$ cat src/rtl/wdog_pkg.sv
package wdog_pkg;

  // log2 of the watchdog period for a nonzero rate select
  function automatic int unsigned period_log2(int unsigned base_log2,
                                              int unsigned step_log2,
                                              int unsigned sel);
    return base_log2 + step_log2 * sel;
  endfunction

  // final count value of a period of 2^plog cycles
  function automatic logic [63:0] last_count(int unsigned plog);
    return (64'd1 << plog) - 64'd1;
  endfunction

  // first count value of the open (final quarter) window
  function automatic logic [63:0] window_start(int unsigned plog);
    return 64'd3 << (plog - 2);
  endfunction

endpackage

$ cat src/rtl/wdog_tick_counter.sv
module wdog_tick_counter #(
  parameter int unsigned RATE_W    = 3,
  parameter int unsigned BASE_LOG2 = 10,
  parameter int unsigned STEP_LOG2 = 2,
  parameter int unsigned CNT_W     = 24
) (
  input  logic              clk,
  input  logic              rst_n,
  input  logic [RATE_W-1:0] rate_sel,
  input  logic              win_en,
  input  logic              clear,
  output logic [CNT_W-1:0]  cnt,
  output logic              enabled,
  output logic              timeout_hit,
  output logic              window_open
);
  import wdog_pkg::*;

  logic [63:0] cnt_wide;
  logic [63:0] last_val;
  logic [63:0] open_val;

  assign enabled  = (rate_sel != '0);
  assign cnt_wide = 64'(cnt);

  always_comb begin
    last_val = last_count(period_log2(BASE_LOG2, STEP_LOG2, int'(rate_sel)));
    open_val = window_start(period_log2(BASE_LOG2, STEP_LOG2, int'(rate_sel)));
  end

  assign timeout_hit = enabled && (cnt_wide >= last_val);
  assign window_open = !win_en || (cnt_wide >= open_val);

  always_ff @(posedge clk or negedge rst_n) begin
    if (!rst_n) begin
      cnt <= '0;
    end else if (!enabled || clear) begin
      cnt <= '0;
    end else begin
      cnt <= cnt + 1'b1;
    end
  end

endmodule

$ cat src/rtl/wdog_key_seq.sv
module wdog_key_seq #(
  parameter int unsigned DATA_W   = 8,
  parameter logic [DATA_W-1:0] KEY_ARM  = 8'h55,
  parameter logic [DATA_W-1:0] KEY_FIRE = 8'hAA
) (
  input  logic              clk,
  input  logic              rst_n,
  input  logic              enabled,
  input  logic              window_open,
  input  logic              wr_en,
  input  logic [DATA_W-1:0] wr_data,
  input  logic              fault,
  output logic              armed,
  output logic              key_done,
  output logic              bad_write
);
  logic is_arm;
  logic is_fire;
  logic live_wr;
  logic accepted;

  assign is_arm   = (wr_data == KEY_ARM);
  assign is_fire  = (wr_data == KEY_FIRE);
  assign live_wr  = enabled && wr_en;
  assign accepted = live_wr && window_open;

  assign key_done  = accepted && is_fire && armed;
  assign bad_write = live_wr && (!window_open || !(is_arm || (is_fire && armed)));

  always_ff @(posedge clk or negedge rst_n) begin
    if (!rst_n) begin
      armed <= 1'b0;
    end else if (!enabled || fault || key_done) begin
      armed <= 1'b0;
    end else if (accepted && is_arm) begin
      armed <= 1'b1;
    end
  end

endmodule

$ cat src/rtl/keyed_window_wdog.sv
module keyed_window_wdog #(
  parameter int unsigned RATE_W    = 3,
  parameter int unsigned BASE_LOG2 = 10,
  parameter int unsigned STEP_LOG2 = 2,
  parameter int unsigned DATA_W    = 8,
  parameter logic [DATA_W-1:0] KEY_ARM  = 8'h55,
  parameter logic [DATA_W-1:0] KEY_FIRE = 8'hAA
) (
  input  logic              clk,
  input  logic              rst_n,
  input  logic [RATE_W-1:0] rate_sel,
  input  logic              win_en,
  input  logic              wr_en,
  input  logic [DATA_W-1:0] wr_data,
  output logic [DATA_W-1:0] rd_data,
  output logic              rst_req
);
  localparam int unsigned MAX_SEL = (1 << RATE_W) - 1;
  localparam int unsigned CNT_W   = BASE_LOG2 + STEP_LOG2 * MAX_SEL;

  logic [CNT_W-1:0] cnt_q;
  logic enabled;
  logic timeout_hit;
  logic window_open;
  logic armed;
  logic key_done;
  logic bad_write;
  logic fault;
  logic restart;

  // a completed key in the last count cycle wins over the timeout
  assign fault   = bad_write || (timeout_hit && !key_done);
  assign restart = fault || key_done;
  assign rd_data = '0;

  wdog_tick_counter #(
    .RATE_W(RATE_W), .BASE_LOG2(BASE_LOG2),
    .STEP_LOG2(STEP_LOG2), .CNT_W(CNT_W)
  ) u_ticks (
    .clk(clk), .rst_n(rst_n), .rate_sel(rate_sel), .win_en(win_en),
    .clear(restart), .cnt(cnt_q), .enabled(enabled),
    .timeout_hit(timeout_hit), .window_open(window_open)
  );

  wdog_key_seq #(
    .DATA_W(DATA_W), .KEY_ARM(KEY_ARM), .KEY_FIRE(KEY_FIRE)
  ) u_keys (
    .clk(clk), .rst_n(rst_n), .enabled(enabled), .window_open(window_open),
    .wr_en(wr_en), .wr_data(wr_data), .fault(fault), .armed(armed),
    .key_done(key_done), .bad_write(bad_write)
  );

  always_ff @(posedge clk or negedge rst_n) begin
    if (!rst_n) begin
      rst_req <= 1'b0;
    end else begin
      rst_req <= fault;
    end
  end

endmodule

$ cat config.mk
export PLATFORM = sky130hd
export DESIGN_NAME = keyed_window_wdog
export DESIGN_NICKNAME = d
export VERILOG_FILES = /design/src/rtl/wdog_pkg.sv /design/src/rtl/wdog_tick_counter.sv /design/src/rtl/wdog_key_seq.sv /design/src/rtl/keyed_window_wdog.sv
export SDC_FILE = /design/constraint.sdc
export NUM_CORES = 1
export LEC_CHECK = 0
export BUFFER_PORTS_ARGS = -buffer_cell sky130_fd_sc_hd__buf_4
export CORE_UTILIZATION = 50
export CTS_CLUSTER_SIZE = 20
export DETAILED_ROUTE_END_ITERATION = 8
export MAX_ROUTING_LAYER = met4
export PLACE_DENSITY = 0.79
export SETUP_SLACK_MARGIN = 0.2
export SYNTH_ARGS = -nofsm -noshare
export SYNTH_HDL_FRONTEND = slang
export SYNTH_SLANG_ARGS = --single-unit
export TNS_END_PERCENT = 20
$ cat constraint.sdc
create_clock -name clk -period 4.9 [get_ports clk]
set_input_delay 0.735 -clock clk [delete_from_list [all_inputs] [get_ports clk]]
set_output_delay 0.735 -clock clk [all_outputs]
set_load 0.005 [all_outputs]
# == Word level (Yosys, flattened, before mapping) ==
# Index checks and enable logic that the tools add are counted.
# W data, S select, Z words.
# classes
n_addsub,4
n_mul,0
div_mod_pow,0
n_lt_le_gt_ge,2
eq_ne,2
shifts,2
muxes,3
bitwise,0
n_reduce_logical,24
# op_table
cell,count
$ge A24 B64 Y1,2
$shl A1 B32 Y64 const A,1
$shl A2 B32 Y64 const A,1
$sub A64 B1 Y64 const B,1
$sub A32 B2 Y32 const B,1
$add A24 B1 Y24 const B,1
$mux W24,1
$logic_and A1 B1 Y1,9
$eq A8 B7 Y1 const B,1
$eq A8 B8 Y1 const B,1
$logic_or A1 B1 Y1,8
$add A4 B4 Y5 const A,1
$logic_not A1 Y1,5
$reduce_bool A3 Y1,1
$mux W1,2
$reduce_bool A2 Y1,1
# word_totals
regBits,26
latchBits,0
ram_bits,0
rom_bits,0
input_bits,15
memories,0

# == Depth between registers and ports, before layout ==
# Gate-level depths: netlist of run 1.
# depth
depth_word,14
mapped_depth,19
mapped_depth_nobuf,15

# == By module ==
# Synthesis of run 1 repeated with hierarchy kept, for this count alone.
# hier_totals
hier_cells,379
hier_area_um2,3131.8
# by_module_without_submodules
module,instances,cells_per_inst,area_each_um2,seq_area_each_um2
wdog_tick_counter,1,351,2885.3,600.6
wdog_key_seq,1,15,140.1,25.0
keyed_window_wdog,1,13,106.4,25.0

# == Worst setup path before layout of run 1 ==
# No wires, ideal clock.
# synth_timing
kind,input to register
from,input rate_sel[0]
to,register u_ticks.cnt[10]
setup_ps,80
arrival_ps,3988
slack_ps,831
stages,18
path_buffers,5
path_cell_list,ha_1 > buf_2 > clkbuf_1 > xnor2_1 > nor3_1 > ha_1 > buf_2 > nor3b_1 > nand2_1 > ha_1 > nand4_1 > nor4_1 > a311oi_1 > a211o_1 > a21bo_1 > buf_6 > buf_12 > nor3_2
# synth_between
elab_chain_len,14
elab_cells_between_ends,24
# synth_rtl
item,line_no,source
from (decl),keyed_window_wdog.sv:11,"input logic [RATE_W-1:0] rate_sel,"
$add A4 B4 Y5,wdog_pkg.sv:7,return base_log2 + step_log2 * sel;
$sub A32 B2 Y32,wdog_pkg.sv:17,return 64'd3 << (plog - 2);
$shl A2 B32 Y64,wdog_pkg.sv:17,
$ge A24 B64 Y1,wdog_tick_counter.sv:32,assign window_open = !win_en || (cnt_wide >= open_val);
$logic_or A1 B1 Y1,wdog_tick_counter.sv:32,
$logic_and A1 B1 Y1,wdog_key_seq.sv:25,assign accepted = live_wr && window_open;
$logic_and A1 B1 Y1 (2 in a row),wdog_key_seq.sv:27,assign key_done = accepted && is_fire && armed;
$logic_not A1 Y1,keyed_window_wdog.sv:32,assign fault = bad_write || (timeout_hit && !key_done);
$logic_and A1 B1 Y1,keyed_window_wdog.sv:32,
$logic_or A1 B1 Y1,keyed_window_wdog.sv:32,
$logic_or A1 B1 Y1,keyed_window_wdog.sv:33,assign restart = fault || key_done;
$logic_or A1 B1 Y1 *,wdog_tick_counter.sv:37,end else if (!enabled || clear) begin
$mux W24 *,wdog_tick_counter.sv:37,
to (signal assigned),wdog_tick_counter.sv:40,cnt <= cnt + 1'b1;
to (decl),wdog_tick_counter.sv:12,"output logic [CNT_W-1:0] cnt,"
# Every way passes the cells marked *; elsewhere a longest branch is shown, timed or not.
# A chain may end at the register's enable or synchronous reset.

# == Worst setup path after layout of run 1 ==
# layout_timing
from,input rate_sel[1]
to,register u_keys.armed
# layout_between
elab_chain_len,14
elab_cells_between_ends,26
# layout_rtl
item,line_no,source
$add A4 B4 Y5,wdog_pkg.sv:7,
$sub A32 B2 Y32,wdog_pkg.sv:17,
$shl A2 B32 Y64,wdog_pkg.sv:17,
$ge A24 B64 Y1,wdog_tick_counter.sv:32,
$logic_or A1 B1 Y1,wdog_tick_counter.sv:32,
$logic_and A1 B1 Y1,wdog_key_seq.sv:25,
$logic_and A1 B1 Y1 (2 in a row),wdog_key_seq.sv:27,
$logic_not A1 Y1,keyed_window_wdog.sv:32,
$logic_and A1 B1 Y1,keyed_window_wdog.sv:32,
$logic_or A1 B1 Y1,keyed_window_wdog.sv:32,
$logic_or A1 B1 Y1 (2 in a row),wdog_key_seq.sv:33,end else if (!enabled || fault || key_done) begin
$mux W1 or $reduce_bool A2 Y1 (tied branches),n/a,
to (signal assigned),wdog_key_seq.sv:32,armed <= 1'b0;
to (signal assigned),wdog_key_seq.sv:34,armed <= 1'b0;
to (signal assigned),wdog_key_seq.sv:36,armed <= 1'b1;
to (decl),wdog_key_seq.sv:13,"output logic armed,"
# Parallel ways exist; a longest one is shown, timed or not.

==> results of run 1 <==
## what timing repair did
item	in CTS	in global routing
gates resized for setup	0	1
hold buffers	0	0
setup endpoints to repair	0	2
## layer usage
| layer | vias up | part of all wire, % | routed length (µm) |
|---|---|---|---|
| met5 | - | 0 | 0 |
| met4 | 0 | 2.0 | 153 |
| met3 | 13 | 3.2 | 241 |
| met2 | 60 | 46 | 3490 |
| met1 | 1350 | 49 | 3720 |
| li1 | 1404 | - | - |
## cells by family (layout without fill, tap and decap cells)
family	count (synthesis)	count (layout)
fa+ha+maj	57	57
simple gates	160	160
xor+xnor	31	31
compound gates	73	73
flops	26	26
buf+inv	40	38
other cells	1	8
## cell usage in the layout, fill, tap and decap left out, types with 7 or more instances in the layout
master   synthesis  layout
and3_1           8       8
xor2_1          21      21
o21ai_0         14      14
nand4_1          7       7
conb_1           1       8
ha_1            57      57
nor3_2          20      20
nor2_1          15      14
nand2_1         45      45
buf_4           11      20
nor3_1           9       9
a21oi_1         23      23
xnor2_1         10      10
nand3_1         19      19
dfrtp_1         26      26
inv_1           14      14
## report_power, final
part           internal (µW)  leakage [µW]  total (µW)  switching [µW]
clock                   55.0     0.0000216         115            59.7
sequential               217      0.000359         221            3.95
combinational           63.8       0.00126         160            96.5
total                    336       0.00164         496             160
## layout make-up
cell class / instances / area (µm²) / share of cell area, %
Tap cell: 77 / 96.3 / 2.77
Sequential cell: 26 / 651 / 18.7
Inverter: 14 / 52.6 / 1.51
Timing Repair Buffer: 21 / 170 / 4.89
Multi-Input combinational cell: 329 / 2470 / 70.9
Clock buffer: 3 / 41.3 / 1.19
## sequential cells by signal (all words and copies together), names as in the netlist
signal        flops
u_keys.armed      1
rst_req           1
u_ticks.cnt      24
## final timing paths
check                      depth (start not counted)  slack [ps]                      from                        end
setup / recovery                                  17         630               rate_sel[1]   u_keys.armed$_DFFE_PN0P_
hold / removal                                     1         360                     rst_n  u_ticks.cnt[19]$_DFF_PN0_
setup reg to reg                                   9        2140  u_ticks.cnt[0]$_DFF_PN0_   u_ticks.cnt[3]$_DFF_PN0_
hold reg to reg                                    2         530  u_keys.armed$_DFFE_PN0P_   u_keys.armed$_DFFE_PN0P_
max in group asynchronous                          1        4290                     rst_n   u_ticks.cnt[4]$_DFF_PN0_
min in group clk                                   2         530  u_keys.armed$_DFFE_PN0P_   u_keys.armed$_DFFE_PN0P_
## cell usage after synthesis (all sizes together), types with 3 or more instances
library cell | count | area share, %
nand3 | 19 | 2.9
xor2 | 21 | 5.5
nand4 | 7 | 1.3
ha | 57 | 21
nor2b | 6 | 1.1
a21boi | 3 | 0.68
nor3 | 29 | 7.4
a211oi | 4 | 0.90
xnor2 | 10 | 2.6
nand2b | 6 | 1.1
and4 | 6 | 1.6
a21o | 3 | 0.68
nand2 | 45 | 5.1
buf | 20 | 5.1
nor2 | 15 | 1.7
a21oi | 23 | 3.5
dfrtp | 26 | 20
clkbuf | 6 | 0.68
inv | 14 | 1.6
and3 | 8 | 1.5
o21a | 4 | 0.90
nor3b | 3 | 0.68
o21ai | 14 | 2.1
## through the flow
step,std cells,hold WS [ps]
6_report,470,362
5_1_grt,470,381
3_5_place_dp,467,511
2_1_floorplan,395,439
3_3_place_gp,467,512
4_1_cts,470,370
==> flow_metrics.py, run 1 <==
metrics = {
    "synthesis": {
        "synth_edf_count": 0,
        "ys.flop_type": "dfrtp_1",
        "synth_seq_cells": 26,
        "syn-cell-area_um2": 3330,
        "postSynthAreaPerCell_um2": 8.59,
        "async_reset_ff_share_pct": 100,
        "ys_types": 59,
        "muxShareOfSynthArea_pct": 0,
        "synthAdderAreaFrac_pct": 21.4,
        "synth_top_family_by_area": "simple AND/OR/NAND/NOR gates",
        "synthSimpleGateAreaFrac_pct": 28.5,
        "synth_xor_area_share_pct": 8.15,
        "yosysSeqAreaShare_pct": 19.5,
        "syn_inst": 388,
        "synth_compound_area_share_pct": 15.0,
        "synth_warnings": 0,
    },
    "worst_setup_path": {
        "cp_num_buf_inv": 2,
        "worst-path-max-fanout": 25,
        "crit_path_top_delay_cell": "ha_1",
        "path_common_cell": "ha_1",
        "critPathMaxStageDelay_ps": 350,
        "crit_path_start_kind": "input pin",
        "worst_ep_arrival_time_ps": 4450,
        "timing_worst_setup_path_type": "input pin to register",
        "endpoint_kind": "register",
        "critical_path_required_ps": 5080,
        "crit_family": "simple AND/OR/NAND/NOR gates",
        "path_cells": "buf_4 -> ha_1 -> xnor2_1 -> nor3_1 -> ha_1 -> nor2b_1 -> o21ai_0 -> nor2_2 -> nand3b_1 -> ha_1 -> nand4_1 -> nor4_1 -> a311oi_1 -> a211o_1 -> a21bo_1 -> buf_4 -> a211oi_1",
    },
    "placed_design": {
        "postPlaceCellArea_um2": 3430,
        "post-dp-hpwl_um": 6010,
        "gp_congestion": 0.960,
        "portBuffers": 15,
        "dp_slack_ps": 333,
    },
    "sta": {
        "setup_viol_count_final": 0,
        "grt_setup_unrepaired": "no",
        "finalSetupTns_ps": 0,
        "finalHoldViolCount": 0,
        "max_slew_margin_pct": 61.1,
        "max_slew.worst_pin.slew_ps": 578,
        "finalMaxSlewViolations": 0,
        "max_freq_mhz": 234,
        "period_needed_ps": 4270,
        "fin_ws_ps": 630,
        "finalClockSkew_ps": 2.98,
        "period_share_pct": 87.1,
    },
    "die": {
        "core_um2": 6390,
        "io_pins": 24,
        "dieArea_um2": 7000,
        "die_h_um": 83.6,
        "die_width_um": 83.6,
        "rows": 29,
        "start_util_pct": 52.2,
    },
    "grt": {
        "grt_util_all_layers_pct": 23.2,
        "grt-ovfl-total": 0,
        "grt_pass1_vias": 2686,
        "met2_usage_pct": 36.0,
        "grt_max_degree": 27,
        "grtUsageMet1_pct": 32.3,
        "grt_pass1_wl_um": 13000,
        "antenna_found_initial": 0,
        "gr-usage-met3_pct": 1.38,
        "busiest_layer": "met2",
    },
    "drt": {
        "drt_wl_total_um": 7600,
        "vias": 2827,
        "ant_nets": 0,
        "drt-initial-drc-count": 170,
        "viasPerCell": 6.01,
        "drc_errors": 0,
        "first_pass_iters": 4,
        "detail_route.wl_per_cell_um": 16.2,
    },
    "clock_tree": {
        "numCtsBuffers": 3,
        "insertion_delay_ps": 270,
        "post-cts-setup-buffers": 0,
        "cts_tree": "done",
        "clkSinkCount": 26,
        "h-tree-depth": 1,
        "cts-root-buf": "clkbuf_8",
        "clk_path_buf_depth": 2,
        "clk_pin_slew_worst_paths_ps": 80,
    },
    "finish": {
        "layout-drive-gt1-share_pct": 13.5,
        "stdcell_area_um2": 3480,
        "n_antenna_cell": 0,
        "final_nets": 467,
        "fillCellCount": 581,
        "fin_util_pct": 54.4,
        "syn2layout_area_growth_pct": 4.32,
    },
    "power": {
        "leakage_uw": 0.00164,
        "power_density_nw_per_um2": 143,
        "max-vdd-ir-drop_mv": 0.134,
        "power_uw": 496,
    },
    "min_path": {
        "hold_path.class": "input pin to asynchronous set/reset pin",
    },
    "run_status": {
        "status": "complete, no violations",
    },
    "run": {
        "maxCapViolCount": 0,
    },
}
(Power assumes the default switching activity.)
==> run 2: changes to the inputs <==
--- a/config.mk
+++ b/config.mk
@@ -6,12 +6,16 @@
 export NUM_CORES = 1
 export LEC_CHECK = 0
 export BUFFER_PORTS_ARGS = -buffer_cell sky130_fd_sc_hd__buf_4
+export CELL_PAD_IN_SITES_DETAIL_PLACEMENT = 0
+export CELL_PAD_IN_SITES_GLOBAL_PLACEMENT = 1
 export CORE_UTILIZATION = 50
 export CTS_CLUSTER_SIZE = 20
 export DETAILED_ROUTE_END_ITERATION = 8
+export GPL_TIMING_DRIVEN = 0
 export MAX_ROUTING_LAYER = met4
-export PLACE_DENSITY = 0.79
+export PLACE_DENSITY = 0.95
 export SETUP_SLACK_MARGIN = 0.2
+export SKIP_CTS_REPAIR_TIMING = 1
 export SYNTH_ARGS = -nofsm -noshare
 export SYNTH_HDL_FRONTEND = slang
 export SYNTH_SLANG_ARGS = --single-unit
==> run 2 against run 1 <==
Net effect:
- first-iteration DRC count increased by 27%
- sequential power about the same
- clock-buffer cell count unchanged
- combinational power increased by 9%
- hold slack got worse by 3.8 ps
- via count increased by 3.8%
- routed wire length increased by 3.6%
- non-clock buffer count increased by 19
- maximum frequency decreased by 3.6%
- clock power increased by 3%
- die area unchanged
- largest power group unchanged
==> flow_metrics.py, run 2 (synthesis results as in run 1) <==
metrics = {
    "power": {
        "power.internal_uw": 346,
        "max-vdd-ir-drop_mv": 0.185,
        "pwr-share-clk_pct": 23.1,
        "seqPwrFrac_pct": 43.1,
        "swShare_pct": 32.6,
        "p_sw_uw": 168,
        "p_comb_share_pct": 33.8,
        "leakage_uw": 0.00173,
        "power_density_nw_per_um2": 142,
    },
    "drt": {
        "vias": 2934,
        "drt_wl_total_um": 7870,
        "first_pass_iters": 5,
        "viasPerCell": 6.00,
        "drc_errors": 0,
        "drt-initial-drc-count": 216,
        "detail_route.wl_per_cell_um": 16.1,
        "wl_met3_um": 319,
        "wl_met2_um": 3570,
        "wl_met1_um": 3890,
        "highest_layer": "met4",
        "ant_nets": 0,
    },
    "grt": {
        "grt_util_all_layers_pct": 23.5,
        "antenna_found_initial": 0,
        "grt_pass1_wl_um": 13000,
        "grt-ovfl-total": 0,
        "grt_pass1_vias": 2637,
        "grt_max_degree": 27,
    },
    "worst_setup_path": {
        "worst_ep_arrival_time_ps": 4580,
        "cp_num_buf_inv": 5,
        "endpoint_kind": "register",
        "path_cells": "buf_4 -> buf_4 -> inv_1 -> ha_1 -> clkbuf_1 -> or2_2 -> nand2_1 -> o21a_1 -> o21ai_0 -> a21o_1 -> xnor2_1 -> ha_1 -> nand3_1 -> nor3_1 -> o2111ai_1 -> o221ai_1 -> o21a_1 -> buf_2 -> nor3_2",
        "critical_path_required_ps": 5050,
        "cp.depth": 19,
        "crit_path_start_kind": "input pin",
        "crit_family": "compound AO/OA/AOI/OAI gates",
        "critPathMaxStageDelay_ps": 490,
        "r2r_cells": 10,
        "worst-path-max-fanout": 10,
        "timing_worst_setup_path_type": "input pin to register",
        "crit_path_top_delay_cell": "clkbuf_1",
    },
    "clock_tree": {
        "clkSinkCount": 26,
        "cts-root-buf": "clkbuf_8",
        "h-tree-depth": 1,
        "numCtsBuffers": 3,
        "cts_tree": "done",
        "insertion_delay_ps": 270,
        "clk_pin_slew_worst_paths_ps": 80,
        "clk_path_buf_depth": 2,
    },
    "sta": {
        "max_slew.worst_pin.slew_ps": 607,
        "setup_viol_count_final": 0,
        "period_needed_ps": 4430,
        "max_freq_mhz": 226,
        "finalClockSkew_ps": 6.42,
        "max_slew_margin_pct": 59.5,
        "finalMaxSlewViolations": 0,
        "finalHoldViolCount": 0,
        "period_share_pct": 90.4,
        "finalSetupTns_ps": 0,
        "grt_setup_unrepaired": "no",
        "hold_slack_ps": 358,
    },
    "placed_design": {
        "post-dp-hpwl_um": 6220,
        "portBuffers": 14,
        "gp_congestion": 0.887,
    },
    "finish": {
        "fin_util_pct": 56.6,
        "largest_reg_flops": 24,
        "fillCellCount": 592,
        "largest-register": "u_ticks.cnt",
        "mostFrequentLayoutCells": "57 x ha_1, 45 x nand2_1, 26 x dfrtp_1",
        "syn2layout_area_growth_pct": 8.52,
        "layout-drive-gt1-share_pct": 16.7,
        "n_antenna_cell": 0,
        "final_nets": 486,
        "top_regs": "u_ticks.cnt x24, rst_req x1, u_keys.armed x1",
        "layout_commonest_cell": "ha_1",
    },
    "die": {
        "core_um2": 6390,
        "start_util_pct": 52.2,
        "die_width_um": 83.6,
        "rows": 29,
        "io_pins": 24,
        "dieArea_um2": 7000,
        "die_h_um": 83.6,
    },
    "run_status": {
        "status": "complete, no violations",
    },
    "min_path": {
        "hold_path.class": "input pin to asynchronous set/reset pin",
    },
    "run": {
        "maxCapViolCount": 0,
    },
}
[run 2: final cells by class]
cell class / instances / area [µm²] / share of cell area [%]
Tap cell: 77 / 96.3 / 2.66
Inverter: 14 / 52.6 / 1.45
Buffer: 26 / 194 / 5.36
Multi-Input combinational cell: 329 / 2480 / 68.5
Clock buffer: 3 / 41.3 / 1.14
Timing Repair Buffer: 14 / 105 / 2.91
Sequential cell: 26 / 651 / 18.0
[run 2: routing by layer]
| metal | vias to the layer above | global-route usage (%) |
|---|---|---|
| li1 | 1449 | - |
| met1 | 1405 | 34.1 |
| met2 | 71 | 35.8 |
| met3 | 9 | 0.890 |
| met4 | 0 | 6.78 |
| met5 | - | - |
[run 2: path summary, 6_finish.rpt]
check	startpoint	to	slack (ps)
worst min register to register	u_keys.armed$_DFFE_PN0P_	u_keys.armed$_DFFE_PN0P_	550
worst max-delay path	rate_sel[1]	u_ticks.cnt[9]$_DFF_PN0_	470
min in group clk	u_keys.armed$_DFFE_PN0P_	u_keys.armed$_DFFE_PN0P_	550
worst max register to register	u_ticks.cnt[0]$_DFF_PN0_	u_ticks.cnt[9]$_DFF_PN0_	2180
worst min-delay path	rst_n	u_ticks.cnt[2]$_DFF_PN0_	360
max in group asynchronous	rst_n	u_ticks.cnt[5]$_DFF_PN0_	4290
[run 2: power by group through the flow]
stage / registers [µW] / clock network [µW] / logic [µW]
after floorplan: 224 / 0 / 123
after detailed placement: 225 / 0 / 168
final: 221 / 119 / 174
after CTS: 221 / 124 / 170
after global placement: 225 / 0 / 165
after global routing: 221 / 128 / 193
[run 2: stage by stage]
step                      instances  worst slack, ps  instance area [µm²]  power, µW
after CTS                       489              306                 3600        514
after detailed placement        486             29.6                 3560        394
final                           489              472                 3620        513
after floorplan                 395              831                 3360        347
after global routing            489              222                 3620        543
after global placement          486             71.7                 3560        390
[run 2: worst register-to-register path, stage by stage, from the launching register on]
cell and delay, ps:
dfrtp_1 470, inv_1 100, ha_1 290, nand2b_1 140
a2111o_1 420, a311oi_1 470, a211o_1 210, a21bo_1 150
buf_6 150, buf_12 150, nor3_2 50
==> run 3: changes to the inputs <==
--- a/config.mk
+++ b/config.mk
@@ -5,10 +5,11 @@
 export SDC_FILE = /design/constraint.sdc
 export NUM_CORES = 1
 export LEC_CHECK = 0
+export ABC_AREA = 1
 export BUFFER_PORTS_ARGS = -buffer_cell sky130_fd_sc_hd__buf_4
 export CELL_PAD_IN_SITES_DETAIL_PLACEMENT = 0
 export CELL_PAD_IN_SITES_GLOBAL_PLACEMENT = 1
-export CORE_UTILIZATION = 50
+export CORE_UTILIZATION = 49
 export CTS_CLUSTER_SIZE = 20
 export DETAILED_ROUTE_END_ITERATION = 8
 export GPL_TIMING_DRIVEN = 0
==> run 3 against run 2 <==
Net effect:
- the flow now finishes with violations (design-rule violations)
- sequential cell count is the same
- cell count grew 15%
- clock skew shrank 3.8 ps
- combinational power grew 14%
- synthesized cell count grew 18%
- critical path type unchanged
==> flow_metrics.py, run 3 <==
metrics = {
    "run_status": {
        "status": "finished with violations",
        "violations": "design-rule violations",
    },
    "finish": {
        "top_regs": "u_ticks.cnt x24, rst_req x1, u_keys.armed x1",
        "final_nets": 555,
        "largest-register": "u_ticks.cnt",
        "fillCellCount": 661,
        "layout-drive-gt1-share_pct": 17.5,
        "n_antenna_cell": 0,
        "mostFrequentLayoutCells": "97 x nand2_1, 57 x ha_1, 52 x inv_1",
        "layout_commonest_cell": "nand2_1",
        "syn2layout_area_growth_pct": 8.24,
        "largest_reg_flops": 24,
        "fin_util_pct": 54.5,
    },
    "sta": {
        "finalClockSkew_ps": 2.58,
        "grt_setup_unrepaired": "no",
        "period_needed_ps": 3860,
        "fin_ws_ps": 1040,
        "finalSetupTns_ps": 0,
        "finalMaxSlewViolations": 0,
        "period_share_pct": 78.7,
        "finalHoldViolCount": 0,
        "setup_viol_count_final": 0,
        "hold_slack_ps": 354,
        "max_freq_mhz": 259,
    },
    "die": {
        "io_pins": 24,
        "dieArea_um2": 7280,
        "core_um2": 6760,
        "rows": 30,
        "start_util_pct": 50.4,
        "die_h_um": 85.3,
        "die_width_um": 85.3,
    },
    "drt": {
        "vias": 2850,
        "ant_nets": 0,
        "first_pass_iters": 6,
        "viasPerCell": 5.08,
        "drt-initial-drc-count": 116,
        "drt_wl_total_um": 7210,
        "drc_errors": 1,
        "detail_route.wl_per_cell_um": 12.8,
    },
    "power": {
        "leakage_uw": 0.00198,
        "power_uw": 543,
        "max-vdd-ir-drop_mv": 0.0868,
        "power_density_nw_per_um2": 147,
    },
    "synthesis": {
        "yosysSeqAreaShare_pct": 19.1,
        "synth_seq_cells": 26,
        "synth_most_common_cell": "nand2_1",
        "async_reset_ff_share_pct": 100,
        "synth.top_cell.area_share_pct": 21.0,
        "netlist_top_cells_count": "97 x nand2_1, 57 x ha_1, 52 x inv_1, 44 x nor2_1, 26 x dfrtp_1",
        "synth_area_leader_cell": "ha_1",
        "synth_edf_count": 0,
        "synth_warnings": 0,
        "syn-cell-area_um2": 3400,
        "ys.flop_type": "dfrtp_1",
        "synth_area_leaders": "ha_1 21%, dfrtp_1 19%, nand2_1 11%",
        "postSynthAreaPerCell_um2": 7.46,
        "ys_types": 36,
        "syn_inst": 456,
    },
    "run": {
        "maxCapViolCount": 0,
    },
    "grt": {
        "grt_util_all_layers_pct": 22.7,
        "grt_max_degree": 27,
        "grt_pass1_wl_um": 12800,
        "antenna_found_initial": 0,
        "grt-ovfl-total": 0,
        "grt_pass1_vias": 2815,
    },
    "worst_setup_path": {
        "worst_ep_arrival_time_ps": 4070,
        "worst-path-max-fanout": 10,
        "cp_num_buf_inv": 3,
        "path_common_cell": "nand2_1",
        "reg2reg_to": "u_ticks.cnt[6]$_DFF_PN0_",
        "critical_path_required_ps": 5110,
        "crit_path_top_delay_cell": "ha_1",
        "reg2reg_from": "u_ticks.cnt[15]$_DFF_PN0_",
        "endpoint_kind": "register",
        "reg2reg_setup_slack_ps": 2490,
        "timing_worst_setup_path_type": "input pin to register",
        "crit_family": "simple AND/OR/NAND/NOR gates",
        "crit_path_start_kind": "input pin",
        "r2r_cells": 16,
        "critPathMaxStageDelay_ps": 300,
    },
    "clock_tree": {
        "numCtsBuffers": 3,
        "clk_path_buf_depth": 2,
        "insertion_delay_ps": 270,
        "clk_pin_slew_worst_paths_ps": 90,
        "clkSinkCount": 26,
        "cts_tree": "done",
        "cts-root-buf": "clkbuf_8",
        "h-tree-depth": 1,
    },
    "placed_design": {
        "post-dp-hpwl_um": 5980,
        "portBuffers": 15,
        "gp_congestion": 0.845,
        "dp_slack_ps": 739,
    },
    "min_path": {
        "hold_path.class": "input pin to asynchronous set/reset pin",
    },
}
run 3: per-stage QoR:
stage | instances | area [µm²]
2_1_floorplan | 463 | 3430
3_3_place_gp | 558 | 3640
3_5_place_dp | 558 | 3640
4_1_cts | 561 | 3680
5_1_grt | 561 | 3680
6_report | 561 | 3680
run 3: cell type report:
| type | count | area, µm² | area share, % |
|---|---|---|---|
| multi-input cells | 365 | 2440 | 66.4 |
| flip-flops and latches | 26 | 651 | 17.7 |
| inverters | 60 | 225 | 6.12 |
| repair buffers | 15 | 113 | 3.06 |
| plain buffers | 12 | 108 | 2.92 |
| well taps | 80 | 100 | 2.72 |
| clock buffers | 3 | 41.3 | 1.12 |
run 3: how the worst max path moves through the flow:
stage                startpoint                        end  cells past startpoint  slack [ps]
floorplan           rate_sel[0]  u_ticks.cnt[10]$_DFF_PN0_                     25        1440
global placement    rate_sel[0]  u_ticks.cnt[12]$_DFF_PN0_                     22         760
detailed placement  rate_sel[0]  u_ticks.cnt[19]$_DFF_PN0_                     22         740
CTS                 rate_sel[0]  u_ticks.cnt[19]$_DFF_PN0_                     22        1020
global route        rate_sel[0]  u_ticks.cnt[16]$_DFF_PN0_                     26         740
finish              rate_sel[0]   u_ticks.cnt[6]$_DFF_PN0_                     27        1040
run 3: where the power goes:
group          internal, µW  switching, µW  leakage, µW
registers               218           5.00     0.000359
logic                  74.7            123      0.00160
clock network          55.2           66.8    0.0000216
total                   348            195      0.00198
run 3: worst register-to-register path, delay by kind of cell (launching register included):
| family | cells | cell delay [ps] |
|---|---|---|
| flip-flops | 1 | 470 |
| adder cells (fa/ha/maj) | 1 | 340 |
| AND/OR/NAND/NOR | 14 | 1300 |
| buffers and inverters | 1 | 250 |
run 3: cells by family after synthesis:
group | after synthesis | share of synthesized area (%)
AOI/OAI and AO/OA | 40 | 6.47
xor gates and xnor gates | 29 | 7.47
adders and majority gates | 57 | 21.0
buffers and inverters | 72 | 9.78
DFF | 26 | 19.1
other | 1 | 0.110
and+or+nand+nor | 231 | 36.1
run 3: per-layer routing:
layer	vias up	track usage, %	wire length (µm)
li1	1524	-	-
met1	1292	29.3	3590
met2	26	37.8	3410
met3	8	2.33	114
met4	0	6.82	94
met5	-	-	0
